<file path="src/rtl/ptw_pkg.sv">
package ptw_pkg;

    localparam int VA_W   = 32;
    localparam int PA_W   = 32;
    localparam int PTE_W  = 32;
    localparam int OFF_W  = 12;
    localparam int IDX_W  = 10;
    localparam int ENT_SH = 2;
    localparam int ATTR_W = 8;
    localparam int FRM_W  = PA_W - OFF_W;
    localparam int DIR_LSB = OFF_W + IDX_W;

    typedef enum logic [1:0] {
        FLT_NONE = 2'd0,
        FLT_DIR  = 2'd1,
        FLT_LEAF = 2'd2
    } fault_e;

    typedef enum logic [2:0] {
        S_IDLE,
        S_DIR_REQ,
        S_DIR_WAIT,
        S_LEAF_REQ,
        S_LEAF_WAIT,
        S_WB_REQ,
        S_DONE
    } walk_st_e;

    typedef struct packed {
        logic dirty;
        logic accessed;
        logic cacheable;
        logic user;
        logic exec;
        logic write;
        logic read;
        logic valid;
    } pte_attr_t;

    typedef struct packed {
        logic [FRM_W-1:0]          frame;
        logic [OFF_W-ATTR_W-1:0]   spare;
        pte_attr_t                 attr;
    } pte_t;

    function automatic logic [PA_W-1:0] entry_addr(input logic [FRM_W-1:0] base,
                                                   input logic [IDX_W-1:0] idx);
        return {base, idx, {ENT_SH{1'b0}}};
    endfunction

endpackage

</file>
<file path="src/rtl/ptw_addr_gen.sv">
module ptw_addr_gen
    import ptw_pkg::*;
(
    input  logic [FRM_W-1:0] root_frame,
    input  logic [FRM_W-1:0] tbl_frame,
    input  logic [VA_W-1:0]  vaddr,
    input  logic             sel_leaf,
    output logic [PA_W-1:0]  addr
);
    logic [PA_W-1:0] dir_addr;
    logic [PA_W-1:0] leaf_addr;

    assign dir_addr  = entry_addr(root_frame, vaddr[VA_W-1:DIR_LSB]);
    assign leaf_addr = entry_addr(tbl_frame, vaddr[DIR_LSB-1:OFF_W]);
    assign addr      = sel_leaf ? leaf_addr : dir_addr;

    logic unused_off;
    assign unused_off = ^vaddr[OFF_W-1:0];
endmodule

</file>
<file path="src/rtl/ptw_pte_decode.sv">
module ptw_pte_decode
    import ptw_pkg::*;
#(
    parameter bit WB_EN = 1'b1
)(
    input  logic [PTE_W-1:0] word,
    input  logic             is_store,
    output logic             present,
    output logic [FRM_W-1:0] frame,
    output logic             need_wb,
    output logic [PTE_W-1:0] updated
);
    pte_t p;
    assign p       = pte_t'(word);
    assign present = p.attr.valid;
    assign frame   = p.frame;

    generate
        if (WB_EN) begin : g_wb
            pte_t u;
            always_comb begin
                u               = p;
                u.attr.accessed = 1'b1;
                u.attr.dirty    = 1'b1;
            end
            assign need_wb = is_store && p.attr.valid &&
                             !(p.attr.accessed && p.attr.dirty);
            assign updated = u;
        end else begin : g_nowb
            assign need_wb = 1'b0;
            assign updated = word;
            logic unused_nowb;
            assign unused_nowb = is_store;
        end
    endgenerate
endmodule

</file>
<file path="src/rtl/pt_walker.sv">
module pt_walker
    import ptw_pkg::*;
#(
    parameter bit WB_EN = 1'b1
)(
    input  logic              clk,
    input  logic              rst,
    input  logic              req_valid,
    output logic              req_ready,
    input  logic [VA_W-1:0]   req_vaddr,
    input  logic              req_write,
    input  logic [PA_W-1:0]   root_base,
    output logic              mem_req_valid,
    input  logic              mem_req_ready,
    output logic [PA_W-1:0]   mem_req_addr,
    output logic              mem_req_we,
    output logic [PTE_W-1:0]  mem_req_wdata,
    input  logic              mem_rsp_valid,
    input  logic [PTE_W-1:0]  mem_rsp_data,
    output logic              done_valid,
    output logic [PA_W-1:0]   done_paddr,
    output logic [ATTR_W-1:0] done_attr,
    output logic [1:0]        done_fault,
    output logic [VA_W-1:0]   done_fault_vaddr
);
    walk_st_e         st_q, st_d;
    logic [VA_W-1:0]  va_q;
    logic             we_q;
    logic [FRM_W-1:0] root_q;
    logic [FRM_W-1:0] tbl_q;
    logic [PTE_W-1:0] leaf_q;
    fault_e           flt_q;

    logic             rsp_present;
    logic             rsp_need_wb;
    logic [FRM_W-1:0] rsp_frame;
    logic [PTE_W-1:0] rsp_updated;

    ptw_pte_decode #(.WB_EN(WB_EN)) u_dec (
        .word     (mem_rsp_data),
        .is_store (we_q),
        .present  (rsp_present),
        .frame    (rsp_frame),
        .need_wb  (rsp_need_wb),
        .updated  (rsp_updated)
    );

    ptw_addr_gen u_ag (
        .root_frame (root_q),
        .tbl_frame  (tbl_q),
        .vaddr      (va_q),
        .sel_leaf   (st_q != S_DIR_REQ),
        .addr       (mem_req_addr)
    );

    always_comb begin
        st_d = st_q;
        unique case (st_q)
            S_IDLE:      if (req_valid) st_d = S_DIR_REQ;
            S_DIR_REQ:   if (mem_req_ready) st_d = S_DIR_WAIT;
            S_DIR_WAIT:  if (mem_rsp_valid) st_d = rsp_present ? S_LEAF_REQ : S_DONE;
            S_LEAF_REQ:  if (mem_req_ready) st_d = S_LEAF_WAIT;
            S_LEAF_WAIT: if (mem_rsp_valid) st_d = rsp_need_wb ? S_WB_REQ : S_DONE;
            S_WB_REQ:    if (mem_req_ready) st_d = S_DONE;
            S_DONE:      st_d = S_IDLE;
            default:     st_d = S_IDLE;
        endcase
    end

    always_ff @(posedge clk) begin
        if (rst) begin
            st_q   <= S_IDLE;
            va_q   <= '0;
            we_q   <= 1'b0;
            root_q <= '0;
            tbl_q  <= '0;
            leaf_q <= '0;
            flt_q  <= FLT_NONE;
        end else begin
            st_q <= st_d;
            case (st_q)
                S_IDLE: begin
                    if (req_valid) begin
                        va_q   <= req_vaddr;
                        we_q   <= req_write;
                        root_q <= root_base[PA_W-1:OFF_W];
                        leaf_q <= '0;
                        flt_q  <= FLT_NONE;
                    end
                end
                S_DIR_WAIT: begin
                    if (mem_rsp_valid) begin
                        if (!rsp_present) flt_q <= FLT_DIR;
                        else              tbl_q <= rsp_frame;
                    end
                end
                S_LEAF_WAIT: begin
                    if (mem_rsp_valid) begin
                        if (!rsp_present) flt_q <= FLT_LEAF;
                        leaf_q <= rsp_need_wb ? rsp_updated : mem_rsp_data;
                    end
                end
                default: ;
            endcase
        end
    end

    pte_t leaf_pte;
    logic ok_done;
    assign leaf_pte = pte_t'(leaf_q);
    assign ok_done  = done_valid && (flt_q == FLT_NONE);

    assign req_ready        = (st_q == S_IDLE);
    assign mem_req_valid    = (st_q == S_DIR_REQ) || (st_q == S_LEAF_REQ) || (st_q == S_WB_REQ);
    assign mem_req_we       = (st_q == S_WB_REQ);
    assign mem_req_wdata    = mem_req_we ? leaf_q : '0;
    assign done_valid       = (st_q == S_DONE);
    assign done_fault       = done_valid ? flt_q : FLT_NONE;
    assign done_paddr       = ok_done ? {leaf_pte.frame, va_q[OFF_W-1:0]} : '0;
    assign done_attr        = ok_done ? leaf_pte.attr : '0;
    assign done_fault_vaddr = (done_valid && flt_q != FLT_NONE) ? va_q : '0;

    logic unused_root;
    assign unused_root = ^root_base[OFF_W-1:0] ^ ^leaf_pte.spare;
endmodule

</file>
<file path="config.mk">
export PLATFORM = sky130hd
export DESIGN_NAME = pt_walker
export DESIGN_NICKNAME = d
export VERILOG_FILES = /design/src/rtl/ptw_pkg.sv /design/src/rtl/ptw_addr_gen.sv /design/src/rtl/ptw_pte_decode.sv /design/src/rtl/pt_walker.sv
export SDC_FILE = /design/constraint.sdc
export NUM_CORES = 1
export LEC_CHECK = 0
export BUFFER_PORTS_ARGS = -buffer_cell sky130_fd_sc_hd__buf_2
export CAP_MARGIN = 20
export CELL_PAD_IN_SITES_DETAIL_PLACEMENT = 1
export CELL_PAD_IN_SITES_GLOBAL_PLACEMENT = 1
export CORE_UTILIZATION = 32
export CTS_CLUSTER_DIAMETER = 120
export CTS_CLUSTER_SIZE = 24
export DETAILED_ROUTE_END_ITERATION = 8
export MAX_ROUTING_LAYER = met4
export PLACE_DENSITY_LB_ADDON = 0.1
export SETUP_SLACK_MARGIN = 0.05
export SYNTH_ARGS = -nofsm -noshare
export SYNTH_HDL_FRONTEND = slang
export SYNTH_SLANG_ARGS = --single-unit
</file>
<file path="constraint.sdc">
create_clock -name clk -period 2.2 [get_ports clk]
set_clock_uncertainty 0.05 [all_clocks]
set_input_delay 0.44 -clock clk [delete_from_list [all_inputs] [get_ports clk]]
set_output_delay 0.44 -clock clk [all_outputs]
set_load 0.02 [all_outputs]
</file>
==> metrics.md <==
| Metric | Value |
|---|---|
| Count of TritonRoute iterations in the first routing pass | `4` |
| Number of nets with antenna violations after detailed routing | `0` |
| Cell repeated most along the worst path | `sky130_fd_sc_hd__buf_6` |
| Crit path buffers/inverters | `4` |
| DRC errors left | `0` |
| Max-cap check violation count | `0` |
| RSZ-0062 raised after global routing | `yes` |
| H-tree Lvls | `3` |
| Number of sinks on the clock net | `between 100 and 150` |
| Antenna diodes | `0` |
| CP startpoint kind | `flop` |
| Relative area change from synthesis to final layout | `52.10%` |
| Maximum number of pins on one net before global-route repair | `slightly below 60` |
| Share of cells above drive strength 1 | `about 40%` |
| Initial antenna violation count | `0` |
| Placed cell area | `about 6500 um2` |
| Arrival @ worst endpoint | `1.74 ns` |
| Die Footprint | `approximately 16000 um2` |
| Worst-path fanout max | `10` |
| Placeable core region | `around 15000 um2` |
| Aggregate global routing overflow | `0` |
| Maximum clock frequency | `between 400 and 500 MHz` |
| Violated checks | `negative setup slack` |
| Crit Path Category | `flop to output pin` |
| Routed via count | `roughly 5.2k` |
| Vias per std cell | `approximately 4.8` |
| Worst min-delay path startpoint | `req_vaddr[27]` |
| Std-Cell Rows | `45` |
| Sequential share of the synthesized area | `43.52%` |
| Logic depth of the worst register-to-register path | `6` |
| Count of endpoints failing setup in the final report | `37` |
| Maximum count of clock buffers along a single path | `2` |
| Routed wire length per instance | `16.54 um` |
| GRT Util Overall | `22.00%` |
| Minimum clock period after layout | `between 2 and 2.5 ns` |
| Hold Fails Final Rpt | `0` |
| TritonCTS clock tree | `done` |
| Cell area after layout | `between 7000 and 8000 um2` |
| Chip width | `between 100 and 150 um` |
| Die Ht | `between 100 and 150 um` |
| Cell with the biggest individual delay on the critical path | `sky130_fd_sc_hd__dfxtp_4` |
| Final Cycle Share | `101.5%` |
| Required time of the worst setup path | `approximately 1.7 ns` |
| DR iter-0 viols | `approximately 190` |
| Worst reg2reg path startpoint | `st_q[2]` |
| Placer Congestion | `roughly 0.82` |
| Worst-path cell chain | `buf_6, nand2_8, nor4_4, buf_4, buf_8, and2_1, buf_6` |
| First-pass GRT wire length | `27510 um` |
| Maximum single-stage delay on the critical path | `between 0.3 and 0.4 ns` |
| Flop2flop setup slack | `0.35 ns` |
| Clock root buffer master | `sky130_fd_sc_hd__clkbuf_16` |
| Worst setup EP type | `output pin` |
| Placed wire-length estimate | `between 10000 and 15000 um` |
| Layout Nets | `around 960` |
| Crit path setup slack, layout | `-0.03206 ns` |
| Worst-path clk slew | `roughly 0.070 ns` |
| Power per standard cell area | `around 570 nW/um2` |
| Hold WS | `roughly 0.29 ns` |
| Class of the tightest hold or removal check | `input port to flop` |
| Synth Register Bits | `110` |
| End point of the most critical hold path | `va_q[27]` |
| Gate Count Post-Synth | `between 600 and 700` |
| Combined area of all synthesized cells | `between 5000 and 6000 um2` |
| Top-level port count | `around 240` |
| Initial core utilization | `between 30% and 40%` |
| Distinct cell type count after synthesis | `35` |
| Average instance area after synthesis | `approximately 8 um2` |
| Inserted Clock Buffers | `9` |
| Source-to-sink clock delay at the later pin of the worst-skew pair | `~0.35 ns` |
| Cell family contributing the most delay on the critical path | `buffers and inverters` |
| Number of global-route vias before repair | `5310` |
| Warnings, synthesis | `0` |
| Peak supply drop | `0.0003236 V` |
| Quantity of I/O buffers inserted on ports | `229` |
| Hold Path Depth | `3` |
| Final Slew Violations | `0` |
| Run status | `finished with violations` |
| Static Leakage | `around 3.4 nW` |
| Worst reg2reg path endpoint | `va_q[10]` |
| Total wirelength of the detailed-routed design | `between 15000 and 20000 um` |
timing repair:
action,4_1_cts,5_1_grt
hold buffers,0,0
pin swaps,1,15
gates cloned,4,2
endpoints found under the setup margin,135,128
resized for setup,179,79
buffers inserted,6,2
kinds of logic after synthesis:
group,Yosys count,share of synthesized area [%]
multiplexers,30,6.676
flip-flops,110,43.52
AND/OR/NAND/NOR,312,29.67
other,1,0.07411
AO/OA/AOI/OAI,126,14.71
buffers and inverters,57,5.341
routing by layer:
| metal | vias up | track usage, % | wire length [um] |
|---|---|---|---|
| li1 | 2522 | - | - |
| met3 | 21 | 3.631 | 857 |
| met1 | 2464 | 28.42 | 8318 |
| met4 | 0 | 6.920 | 310 |
| met5 | - | - | 0 |
| met2 | 163 | 35.10 | 8198 |
worst min-delay path, stage by stage:
cell	delay, ns
sky130_fd_sc_hd__buf_2	0.10
sky130_fd_sc_hd__nand2_1	0.05
sky130_fd_sc_hd__a21oi_1	0.05
synth_stat cells:
cell | instances | share of area, %
sky130_fd_sc_hd__a22oi_1 | 30 | 4.5
sky130_fd_sc_hd__and4_1 | 1 | 0.17
sky130_fd_sc_hd__nand2b_1 | 3 | 0.37
sky130_fd_sc_hd__a211oi_1 | 1 | 0.15
sky130_fd_sc_hd__o21bai_1 | 1 | 0.15
sky130_fd_sc_hd__a211o_1 | 1 | 0.17
sky130_fd_sc_hd__inv_1 | 4 | 0.30
sky130_fd_sc_hd__nor4b_2 | 1 | 0.30
sky130_fd_sc_hd__clkbuf_2 | 3 | 0.30
sky130_fd_sc_hd__o31ai_1 | 1 | 0.15
sky130_fd_sc_hd__a21oi_1 | 83 | 8.2
sky130_fd_sc_hd__a2111oi_0 | 1 | 0.17
sky130_fd_sc_hd__o21ai_0 | 1 | 0.099
sky130_fd_sc_hd__mux2_2 | 30 | 6.7
sky130_fd_sc_hd__o22ai_1 | 1 | 0.12
sky130_fd_sc_hd__buf_2 | 27 | 2.7
sky130_fd_sc_hd__nor4_2 | 1 | 0.25
sky130_fd_sc_hd__o221ai_1 | 3 | 0.52
sky130_fd_sc_hd__buf_4 | 5 | 0.74
sky130_fd_sc_hd__or4_1 | 1 | 0.15
sky130_fd_sc_hd__nor2_1 | 33 | 2.4
sky130_fd_sc_hd__nand3b_1 | 1 | 0.15
sky130_fd_sc_hd__nor4_1 | 1 | 0.12
sky130_fd_sc_hd__o32a_1 | 1 | 0.20
sky130_fd_sc_hd__o21a_1 | 1 | 0.15
sky130_fd_sc_hd__nor2b_1 | 2 | 0.25
sky130_fd_sc_hd__nand2_1 | 155 | 11
sky130_fd_sc_hd__a2bb2oi_1 | 1 | 0.17
sky130_fd_sc_hd__clkbuf_1 | 18 | 1.3
sky130_fd_sc_hd__nor3_1 | 3 | 0.30
sky130_fd_sc_hd__and2_1 | 107 | 13
sky130_fd_sc_hd__nor4bb_1 | 1 | 0.20
sky130_fd_sc_hd__conb_1 | 1 | 0.074
sky130_fd_sc_hd__dfxtp_1 | 110 | 44
sky130_fd_sc_hd__and3_1 | 2 | 0.25
cells in the final DEF (no fill, tap or decap), types with 30 or more instances in the layout:
master	count
sky130_fd_sc_hd__a21oi_1	83
sky130_fd_sc_hd__a22oi_1	30
sky130_fd_sc_hd__and2_1	83
sky130_fd_sc_hd__buf_2	126
sky130_fd_sc_hd__buf_4	43
sky130_fd_sc_hd__buf_6	79
sky130_fd_sc_hd__dfxtp_1	107
sky130_fd_sc_hd__mux2_4	30
sky130_fd_sc_hd__nand2_1	153
sky130_fd_sc_hd__nor2_1	31
state kept, by name, indices dropped and copies added (netlist names):
name / cells
leaf_pte: 32
st_q: 3
we_q: 1
root_q: 20
flt_q: 2
tbl_q: 20
va_q: 32
through the flow:
stage	setup TNS, ns	worst slack (ns)	util [%]	instances	power (mW)
2_1_floorplan	0	0.1701	-	637	2.457
3_3_place_gp	0	0.2201	42.16	1041	2.666
3_5_place_dp	0	0.07908	42.16	1041	2.687
4_1_cts	-0.5086	-0.03192	48.55	1066	4.444
5_1_grt	-4.266	-0.09905	50.25	1069	4.589
6_report	-0.6488	-0.03206	50.25	1069	4.377
final cells by class:
cell class / count / area (um2)
fillers: 1821 / 7619
well taps: 211 / 264.0
multi-input cells: 470 / 2841
clock buffers: 14 / 254.0
flip-flops and latches: 110 / 2211
inverters: 4 / 17.52
repair buffers: 259 / 2078
clock inverters: 1 / 30.03
report_power, final:
group / internal [mW] / switching (mW) / total, mW
Sequential: 2.06 / 0.0508 / 2.11
Combinational: 0.288 / 0.351 / 0.639
Clock: 0.912 / 0.711 / 1.62
worst max path at each step:
stage          startpoint              endpoint  slack, ns  cells after the start
3_3_place_gp      st_q[2]     mem_req_wdata[24]       0.22                      3
4_1_cts           st_q[2]     mem_req_wdata[24]      -0.03                      4
3_5_place_dp      st_q[1]     mem_req_wdata[24]       0.08                      4
6_report          st_q[2]         done_paddr[3]      -0.03                      7
5_1_grt           st_q[2]         done_paddr[4]       -0.1                      7
2_1_floorplan     st_q[1]  done_fault_vaddr[10]       0.17                      6
Power figures use the tool's default switching activity.
